**src/rtl/bitcmd_pkg.sv**
```systemverilog
package bitcmd_pkg;

   // default attribute masks, one bit per flag
   localparam logic [31:0] DEF_HW_SET  = 32'h7F81_801F;
   localparam logic [31:0] DEF_SW_SET  = 32'h807F_7FE6;
   localparam logic [31:0] DEF_SW_CLR  = 32'h7FFF_FFFF;
   localparam logic [31:0] DEF_RST_SET = 32'h0000_0780;
   localparam logic [31:0] DEF_RST_CLR = 32'h8000_8000;
   localparam logic [31:0] DEF_ACT_LOW = 32'h001A_4000;

   typedef struct packed {
      logic hw_set;
      logic sw_set;
      logic sw_clr;
      logic rst_set;
      logic rst_clr;
   } bit_attr_t;

   function automatic bit_attr_t pick_attr(
      input logic [31:0] hw_m,
      input logic [31:0] sws_m,
      input logic [31:0] swc_m,
      input logic [31:0] rs_m,
      input logic [31:0] rc_m,
      input int          idx
   );
      bit_attr_t a;
      a.hw_set  = hw_m[idx];
      a.sw_set  = sws_m[idx];
      a.sw_clr  = swc_m[idx];
      a.rst_set = rs_m[idx];
      a.rst_clr = rc_m[idx];
      return a;
   endfunction

endpackage

```
**src/rtl/bitcmd_decode.sv**
```systemverilog
module bitcmd_decode #(
   parameter int NBITS  = 32,
   parameter int ADDR_W = 7,
   parameter int DATA_W = 32
) (
   input  logic              clk,
   input  logic              rst_n,
   input  logic              wr_en,
   input  logic [ADDR_W-1:0] addr,
   input  logic [DATA_W-1:0] wr_data,
   output logic [NBITS-1:0]  set_strb,
   output logic [NBITS-1:0]  clr_strb
);
   localparam int IDX_W = ADDR_W - 2;

   logic [IDX_W-1:0] idx;
   logic             aligned;
   logic             hit;
   logic             unused_hi;

   assign idx       = addr[ADDR_W-1:2];
   assign aligned   = (addr[1:0] == 2'b00);
   assign hit       = wr_en & aligned;
   assign unused_hi = ^wr_data[DATA_W-1:1];

   for (genvar g = 0; g < NBITS; g++) begin : g_sel
      logic sel;
      assign sel         = hit && (idx == IDX_W'(g));
      assign set_strb[g] = sel & wr_data[0];
      assign clr_strb[g] = sel & ~wr_data[0];
   end

   AST_ONE_TARGET: assert property (@(posedge clk) disable iff (!rst_n)
      $onehot0(set_strb | clr_strb));
   AST_MISALIGNED_DEAD: assert property (@(posedge clk) disable iff (!rst_n)
      (wr_en && addr[1:0] != 2'b00) |-> ((set_strb | clr_strb) == '0));

endmodule

```
**src/rtl/bitcmd_cell.sv**
```systemverilog
module bitcmd_cell
   import bitcmd_pkg::*;
#(
   parameter bit_attr_t ATTR = '0
) (
   input  logic clk,
   input  logic rst_n,
   input  logic sys_rst_i,
   input  logic hw_set_i,
   input  logic sw_set_i,
   input  logic sw_clr_i,
   output logic q_o
);
   logic hw_go, sws_go, swc_go, rs_go, rc_go;
   logic q_d;

   assign hw_go  = hw_set_i  & ATTR.hw_set;
   assign sws_go = sw_set_i  & ATTR.sw_set;
   assign swc_go = sw_clr_i  & ATTR.sw_clr;
   assign rs_go  = sys_rst_i & ATTR.rst_set;
   assign rc_go  = sys_rst_i & ATTR.rst_clr;

   // priority: system reset, then hardware event, then software write
   always_comb begin
      q_d = q_o;
      if (rs_go)       q_d = 1'b1;
      else if (rc_go)  q_d = 1'b0;
      else if (hw_go)  q_d = 1'b1;
      else if (sws_go) q_d = 1'b1;
      else if (swc_go) q_d = 1'b0;
   end

   always_ff @(posedge clk or negedge rst_n) begin
      if (!rst_n) q_o <= ATTR.rst_set;
      else        q_o <= q_d;
   end

   if (ATTR.hw_set) begin : g_hw_chk
      AST_HW_BEATS_CLR: assert property (@(posedge clk) disable iff (!rst_n)
         (hw_set_i && !sys_rst_i) |=> q_o);
   end
   if (ATTR.rst_set) begin : g_rs_chk
      AST_SYSRST_SETS: assert property (@(posedge clk) disable iff (!rst_n)
         sys_rst_i |=> q_o);
   end
   if (ATTR.rst_clr) begin : g_rc_chk
      AST_SYSRST_CLEARS: assert property (@(posedge clk) disable iff (!rst_n)
         sys_rst_i |=> !q_o);
   end
   if (ATTR.sw_clr && !ATTR.rst_set) begin : g_clr_chk
      AST_SW_CLEAR_TAKES: assert property (@(posedge clk) disable iff (!rst_n)
         (sw_clr_i && !hw_set_i && !sys_rst_i) |=> !q_o);
   end
   if (!ATTR.sw_set && !ATTR.hw_set && !ATTR.rst_set) begin : g_nos_chk
      AST_NO_SW_SET: assert property (@(posedge clk) disable iff (!rst_n)
         (sw_set_i && !q_o) |=> !q_o);
   end

endmodule

```
**src/rtl/bitcmd_readout.sv**
```systemverilog
module bitcmd_readout #(
   parameter int          NBITS   = 32,
   parameter int          DATA_W  = 32,
   parameter logic [31:0] ACT_LOW = 32'h0
) (
   input  logic              clk,
   input  logic              rst_n,
   input  logic              rd_en,
   input  logic [NBITS-1:0]  state_i,
   output logic [DATA_W-1:0] rd_data_o,
   output logic [NBITS-1:0]  pin_o
);
   logic [DATA_W-1:0] word;

   if (DATA_W == NBITS) begin : g_full
      assign word = state_i;
   end else begin : g_pad
      assign word = {{(DATA_W-NBITS){1'b0}}, state_i};
   end

   assign pin_o = state_i ^ ACT_LOW[NBITS-1:0];

   always_ff @(posedge clk or negedge rst_n) begin
      if (!rst_n)     rd_data_o <= '0;
      else if (rd_en) rd_data_o <= word;
   end

   AST_RD_HOLD: assert property (@(posedge clk) disable iff (!rst_n)
      !rd_en |=> $stable(rd_data_o));
   AST_RD_CAPTURE: assert property (@(posedge clk) disable iff (!rst_n)
      rd_en |=> (rd_data_o == $past(word)));

endmodule

```
**src/rtl/bitaddr_ctl_reg.sv**
```systemverilog
module bitaddr_ctl_reg
   import bitcmd_pkg::*;
#(
   parameter int          NBITS    = 32,
   parameter int          DATA_W   = 32,
   parameter logic [31:0] HW_SET_MASK  = DEF_HW_SET,
   parameter logic [31:0] SW_SET_MASK  = DEF_SW_SET,
   parameter logic [31:0] SW_CLR_MASK  = DEF_SW_CLR,
   parameter logic [31:0] RST_SET_MASK = DEF_RST_SET,
   parameter logic [31:0] RST_CLR_MASK = DEF_RST_CLR,
   parameter logic [31:0] ACT_LOW_MASK = DEF_ACT_LOW,
   localparam int         ADDR_W   = $clog2(4 * NBITS)
) (
   input  logic              clk,
   input  logic              rst_n,
   input  logic              sys_rst,
   input  logic              wr_en,
   input  logic [ADDR_W-1:0] bus_addr,
   input  logic [DATA_W-1:0] wr_data,
   input  logic              rd_en,
   input  logic [NBITS-1:0]  hw_evt,
   output logic [DATA_W-1:0] rd_data,
   output logic [NBITS-1:0]  state,
   output logic [NBITS-1:0]  pin_lvl
);
   // elaboration-time parameter checks
   if (NBITS < 2 || NBITS > 32) begin : g_bad_nbits
      $error("NBITS must lie in 2..32");
   end
   if (DATA_W < NBITS) begin : g_bad_dw
      $error("DATA_W must be at least NBITS");
   end
   if ((RST_SET_MASK & RST_CLR_MASK) != 32'h0) begin : g_bad_rst
      $error("a flag cannot be both reset-set and reset-clear");
   end

   logic [NBITS-1:0] set_strb;
   logic [NBITS-1:0] clr_strb;

   bitcmd_decode #(
      .NBITS  (NBITS),
      .ADDR_W (ADDR_W),
      .DATA_W (DATA_W)
   ) u_dec (
      .clk      (clk),
      .rst_n    (rst_n),
      .wr_en    (wr_en),
      .addr     (bus_addr),
      .wr_data  (wr_data),
      .set_strb (set_strb),
      .clr_strb (clr_strb)
   );

   for (genvar g = 0; g < NBITS; g++) begin : g_flag
      localparam bit_attr_t A = pick_attr(HW_SET_MASK, SW_SET_MASK,
                                          SW_CLR_MASK, RST_SET_MASK,
                                          RST_CLR_MASK, g);
      bitcmd_cell #(.ATTR(A)) u_cell (
         .clk       (clk),
         .rst_n     (rst_n),
         .sys_rst_i (sys_rst),
         .hw_set_i  (hw_evt[g]),
         .sw_set_i  (set_strb[g]),
         .sw_clr_i  (clr_strb[g]),
         .q_o       (state[g])
      );
   end

   bitcmd_readout #(
      .NBITS   (NBITS),
      .DATA_W  (DATA_W),
      .ACT_LOW (ACT_LOW_MASK)
   ) u_rd (
      .clk       (clk),
      .rst_n     (rst_n),
      .rd_en     (rd_en),
      .state_i   (state),
      .rd_data_o (rd_data),
      .pin_o     (pin_lvl)
   );

   AST_QUIET_HOLDS: assert property (@(posedge clk) disable iff (!rst_n)
      (!wr_en && !sys_rst && hw_evt == '0) |=> $stable(state));

endmodule

```
**config.mk**
```make
export PLATFORM = sky130hd
export DESIGN_NAME = bitaddr_ctl_reg
export DESIGN_NICKNAME = d
export VERILOG_FILES = /design/src/rtl/bitcmd_pkg.sv /design/src/rtl/bitcmd_decode.sv /design/src/rtl/bitcmd_cell.sv /design/src/rtl/bitcmd_readout.sv /design/src/rtl/bitaddr_ctl_reg.sv
export SDC_FILE = /design/constraint.sdc
export NUM_CORES = 1
export LEC_CHECK = 0
export ABC_CLOCK_PERIOD_IN_PS = 850
export CAP_MARGIN = 30
export CORE_MARGIN = 2
export CORE_UTILIZATION = 50
export CTS_CLUSTER_SIZE = 24
export DETAILED_ROUTE_END_ITERATION = 8
export DONT_BUFFER_PORTS = 1
export GPL_TIMING_DRIVEN = 0
export PLACE_DENSITY = 0.74
export SETUP_SLACK_MARGIN = 0.5
export SYNTH_ARGS = -nofsm -noshare
export SYNTH_HDL_FRONTEND = slang
export SYNTH_SLANG_ARGS = --single-unit
```
**constraint.sdc**
```tcl
create_clock -name clk -period 0.85 [get_ports clk]
set_input_delay 0.2125 -clock clk [delete_from_list [all_inputs] [get_ports clk]]
set_output_delay 0.2125 -clock clk [all_outputs]
set_load 0.05 [all_outputs]
```
### Word-level counts from Yosys, hierarchy flattened

Cells that the tools add are included.

| word-level totals | value |
|---|---|
| input bits | 76 |
| output and inout port bits | 96 |
| register bits after elaboration | 64 |
| word-level logic and storage cells | 256 |

| cells by class | value |
|---|---|
| bitwise logic cells | 54 |
| equal/unequal tests | 31 |
| reductions and logical operators | 66 |
| mux-type cells | 72 |

Operators by type and width:

| operator | number |
|---|---|
| $eq 5x5->1 const B | 16 |
| $mux 1 | 72 |
| $and 1x1->1 | 52 |
| $reduce_bool 2->1 | 24 |
| $eq 5x4->1 const B | 8 |
| $logic_and 1x1->1 | 32 |
| $reduce_bool 3->1 | 8 |
| $eq 5x3->1 const B | 4 |
| $eq 5x2->1 const B | 2 |
| $eq 5x1->1 const B | 1 |
| $logic_not 5->1 | 1 |
| $not 4->4 | 1 |
| $logic_not 2->1 | 1 |
| $not 1->1 | 1 |

### Longest topological paths before layout

| depth | value |
|---|---|
| depth in word-level cells | 7 |
| mapped depth | 5 |
| depth with buffers taken out | 3 |

### By module

From an unflattened synthesis, not the netlist that was laid out.

| second synthesis, totals | value |
|---|---|
| cells, all modules | 305 |
| area, all modules | 3398.3 µm² |

Modules (own cells, without submodules):

| module | area an instance (µm²) | cells each | times used | seq. area each (µm²) |
|---|---|---|---|---|
| bitcmd_readout | 1570.3 | 100 | 1 | 800.8 |
| bitcmd_cell at g_flag[0].u_cell ... | 36.3 | 3 | 23 | 25.0 |
| bitcmd_decode | 646.9 | 102 | 1 | 0.0 |
| bitcmd_cell at g_flag[10].u_cell ... | 38.8 | 4 | 4 | 26.3 |
| bitcmd_cell at g_flag[16].u_cell ... | 37.5 | 4 | 3 | 25.0 |
| bitcmd_cell at g_flag[15].u_cell | 43.8 | 4 | 1 | 25.0 |
| bitcmd_cell at g_flag[31].u_cell | 35.0 | 2 | 1 | 25.0 |

### Least setup slack after synthesis

OpenSTA, ideal clock, no wires.

| timing path | value |
|---|---|
| path type | input to register |
| start | input port bus_addr[1] |
| end | register g_flag[14].u_cell.q_o |
| library setup time | 0.125 ns |
| setup slack | -0.381 ns |
| buffers on the path | 2 |
| cell stages on the path | 5 |
| arrival | 1.106 ns |
| path through | nor4bb_1 > buf_4 > buf_12 > nand3_2 > mux2_4 |

| between the ends | value |
|---|---|
| word-level cells in the longest chain between the ends | 5 |

Ends and longest elaborated chain:

| item | RTL line | source |
|---|---|---|
| start, declared | bitaddr_ctl_reg.sv:18 | `input logic [ADDR_W-1:0] bus_addr,` |
| $logic_not 2->1 * | bitcmd_decode.sv:22 | `assign aligned = (addr[1:0] == 2'b00);` |
| $and 1x1->1 * | bitcmd_decode.sv:23 | `assign hit = wr_en & aligned;` |
| $logic_and 1x1->1 * | bitcmd_decode.sv:28 | `assign sel = hit && (idx == IDX_W'(g));` |
| $and 1x1->1, on equally long branches | bitcmd_decode.sv:29, bitcmd_decode.sv:30 |  |
| $mux 1 or $reduce_bool 2->1 (tied branches) | n/a |  |
| end signal, assigned | bitcmd_cell.sv:34 | `if (!rst_n) q_o <= ATTR.rst_set;` |
| end signal, assigned | bitcmd_cell.sv:35 | `else q_o <= q_d;` |
| end, declared | bitcmd_cell.sv:12 | `output logic q_o` |

Every way passes the cells marked *; elsewhere a longest branch is shown, timed or not.
A chain may end at the register's enable or synchronous reset.

### Final worst setup path

| timing path | value |
|---|---|
| start | register g_flag[8].u_cell.q_o |
| end | output port pin_lvl[8] |

RTL lines:

| item | RTL line | source |
|---|---|---|
| start, declared | bitcmd_cell.sv:12 |  |
| start signal, assigned | bitcmd_cell.sv:34 |  |
| start signal, assigned | bitcmd_cell.sv:35 |  |
| end, declared | bitaddr_ctl_reg.sv:24 | `output logic [NBITS-1:0] pin_lvl` |

No word-level cell between the ends.

==> impl_metrics.yaml <==
cells_and_area:
  nets: 397
  area_growth_pct: 47.4
  instances_no_fill: 401
  antenna_cells: 0
  drive_above_1_share_pct: 79.8
setup_path:
  worstSetupPathType: "register to output pin"
  end_kind: "output pin"
  crit_family: "flip-flops"
  reg2reg_slack_ps: -200
  cp.required_ps: 640
  worst_path_max_delay_cell: "dfstp_2"
  cpPeakStageDelay_ps: 590
  crit_start: "g_flag[8].u_cell.q_o"
  critPathMaxFanout: 3
  path_cells: "buf_8"
  crit_end: "pin_lvl[8]"
  reg2reg_from: "g_flag[23].u_cell.q_o"
  arrival_ps: 1090
  critPathLaunchType: "register"
  cp.depth: 1
  worst-path-buf-inv: 1
  r2r_end: "u_rd.rd_data_o[23]"
  r2r_cells: 3
min_path:
  hold_path.class: "input port to asynchronous set/reset pin"
synth:
  netlist_top_cells_area: "dfrtp_1, buf_4, mux2_2"
  async_flop_share_pct: 100
  yosys.cell_types.count: 28
  synthesis.instances: 267
  yosysMostFrequentCell: "buf_4"
  syn_avg_cell_area_um2: 11.8
  synth_flop_cell: "dfrtp_1"
  yosys_warnings: 0
  syn-cell-area_um2: 3150
  synth_common_cells: "buf_4, dfrtp_1, mux2_2, nand3_1, nor2_1"
  syn-num-nets: 343
  seq_area_frac_synth_pct: 51.1
  synth_edf_count: 0
  synth-seq-cells: 64
  post-synth-top-area-cell: "dfrtp_1"
  synth_top_area_share_pct: 47.7
floorplan:
  fp.coreArea_um2: 5990
  start_util_pct: 52.5
  die-area_um2: 6940
  num_rows: 28
  die_w_um: 83.3
  die_h_um: 83.3
  ios: 172
clock_network:
  clock_latency_ps: 340
  path_clk_slew_ps: 70
  cts_tree: "built"
  cts_buffers: 9
  cts.path.max_buffers: 2
  cts_root_buf: "clkbuf_8"
  h-tree-depth: 3
  cts_num_sinks: 64
run_status:
  violations: "negative hold slack, negative setup slack"
  outcome: "finished with violations"
placed_design:
  globalplace.congestion: 0.704
  hpwl_um: 4770
  port_buffers: 0
  dp_cells: 342
  preCtsSetupSlack_ps: -553
power:
  power_frac_clock_pct: 34.5
  power_frac_seq_pct: 49.4
  p_sw_share_pct: 30.0
  peakVddDrop_v: 0.00138
  pwr-share-comb_pct: 16.1
  internal-power_mw: 5.00
  power_mw: 7.14
  cellLeakagePower_nw: 1.92
  power_density_nw_per_um2: 1540
  switching_power_mw: 2.14
global_route:
  grt_max_degree: 65
  grt.overflow.total: 0
  grt_pass1_vias: 2183
  antenna_found_initial: 0
  grt_pass1_wl_um: 11500
  track_usage_pct: 21.6
drt:
  via_count: 2124
  ant_nets: 0
  firstDrtPassIters: 4
  wl_per_cell_um: 20.0
  wl_um: 8040
  drtIter0Drc: 106
  drcViolationCount: 0
  viasPerCell: 5.30
timing:
  hold_viol: 73
  rsz0062_at_grt: "true"
  finalSetupViolCount: 157
  hold_ws_ps: -443
  worst_pin_slew_ps: 622
  setup_ws_ps: -457
  slew_headroom_pct: 58.5
  layout_min_cycle_time_ps: 1310
  fmax_mhz: 765
  fin_skew_ps: 5.47
  slew_violations: 0
  period_share_pct: 154
run:
  drv_cap: 0
-- sequential cells by signal, summed over array words and instances, names as in the netlist --
register and count:
g_flag.u_cell.q_o 32, u_rd.rd_data_o 32
-- power by group through the flow --
stage | combinational (mW) | sequential (mW) | clock [mW]
after detailed placement | 0.932 | 3.58 | 0
after floorplan | 0.854 | 3.54 | 0
after CTS | 1.05 | 3.52 | 2.51
after global routing | 1.19 | 3.54 | 2.65
final | 1.15 | 3.53 | 2.46
after global placement | 0.921 | 3.57 | 0
-- worst min path at each step --
| stage | endpoint | cells past startpoint | slack, ps | from |
|---|---|---|---|---|
| floorplan | g_flag[0].u_cell.q_o | 0 | -80 | rst_n |
| global placement | u_rd.rd_data_o[20] | 0 | -80 | rst_n |
| detailed placement | u_rd.rd_data_o[20] | 0 | -80 | rst_n |
| CTS | u_rd.rd_data_o[20] | 0 | -450 | rst_n |
| global route | u_rd.rd_data_o[20] | 0 | -460 | rst_n |
| finish | u_rd.rd_data_o[20] | 0 | -440 | rst_n |
-- cells in the final DEF (no fill, tap or decap) --
master and count:
dfrtp_2 41, nand3_4 6, and2_1 1, buf_2 1, nor2_1 10, a311oi_2 2
nand3_2 9, nand2_1 1, a311oi_4 1, clkbuf_8 10, buf_4 8, clkinv_2 3
a21o_1 7, nor2_2 5, a41oi_2 4, buf_6 86, a21oi_2 2, nand3_1 9
clkbuf_1 4, dfrtp_1 19, buf_8 8, clkbuf_4 2, buf_16 1, nor4bb_4 1
nor2_4 5, nor3_1 1, a31oi_4 1, dfstp_2 4, nor4b_4 1, inv_1 1
bufinv_16 1, and3_1 1, nor2b_1 5, mux2i_1 5, and3b_1 2, buf_12 6
mux2_4 20, clkbuf_2 4, clkinvlp_4 4, mux2_2 24
-- layer usage --
metal / routed length [um] / track usage, % / vias to the layer above
met5: 0 / 0 / -
met4: 185 / 8.05 / 0
met3: 524 / 6.96 / 16
met2: 4360 / 36.7 / 96
met1: 2970 / 25.6 / 1057
li1: - / - / 955
-- cell type report --
type / count / area, um^2
inverters: 5 / 33.8
clock inverters: 4 / 45.0
repair buffers: 43 / 509
flip-flops and latches: 64 / 1660
well taps: 75 / 93.8
clock buffers: 12 / 135
multi-input cells: 123 / 1320
plain buffers: 75 / 845
fillers: 371 / 1350
-- logic make-up (layout without fill, tap and decap cells) --
| logic type | after synthesis | count (layout) | share of synthesized area, % |
|---|---|---|---|
| muxes | 49 | 49 | 17.5 |
| and+or+nand+nor | 57 | 57 | 9.67 |
| AOI/OAI and AO/OA | 17 | 17 | 4.14 |
| buffers and inverters | 80 | 139 | 17.7 |
| DFF | 64 | 64 | 51.1 |
-- stage by stage --
stage          util (%)  area, um^2  setup TNS (ps)
2_1_floorplan         -        3530          -10220
3_3_place_gp       60.5        3630          -18650
3_5_place_dp       60.5        3630          -19310
4_1_cts            70.7        4230          -32950
5_1_grt            77.4        4640          -38410
6_report           77.4        4640          -33890
-- timing repair --
| action | in CTS | in global routing |
|---|---|---|
| cloned | 1 | 0 |
| pin swaps | 4 | 7 |
| setup buffers | 27 | 15 |
| endpoints found under the setup margin | 160 | 160 |
| gates resized for setup | 46 | 66 |
| endpoints found under the hold margin | 73 | 73 |
(Power assumes the default switching activity.)
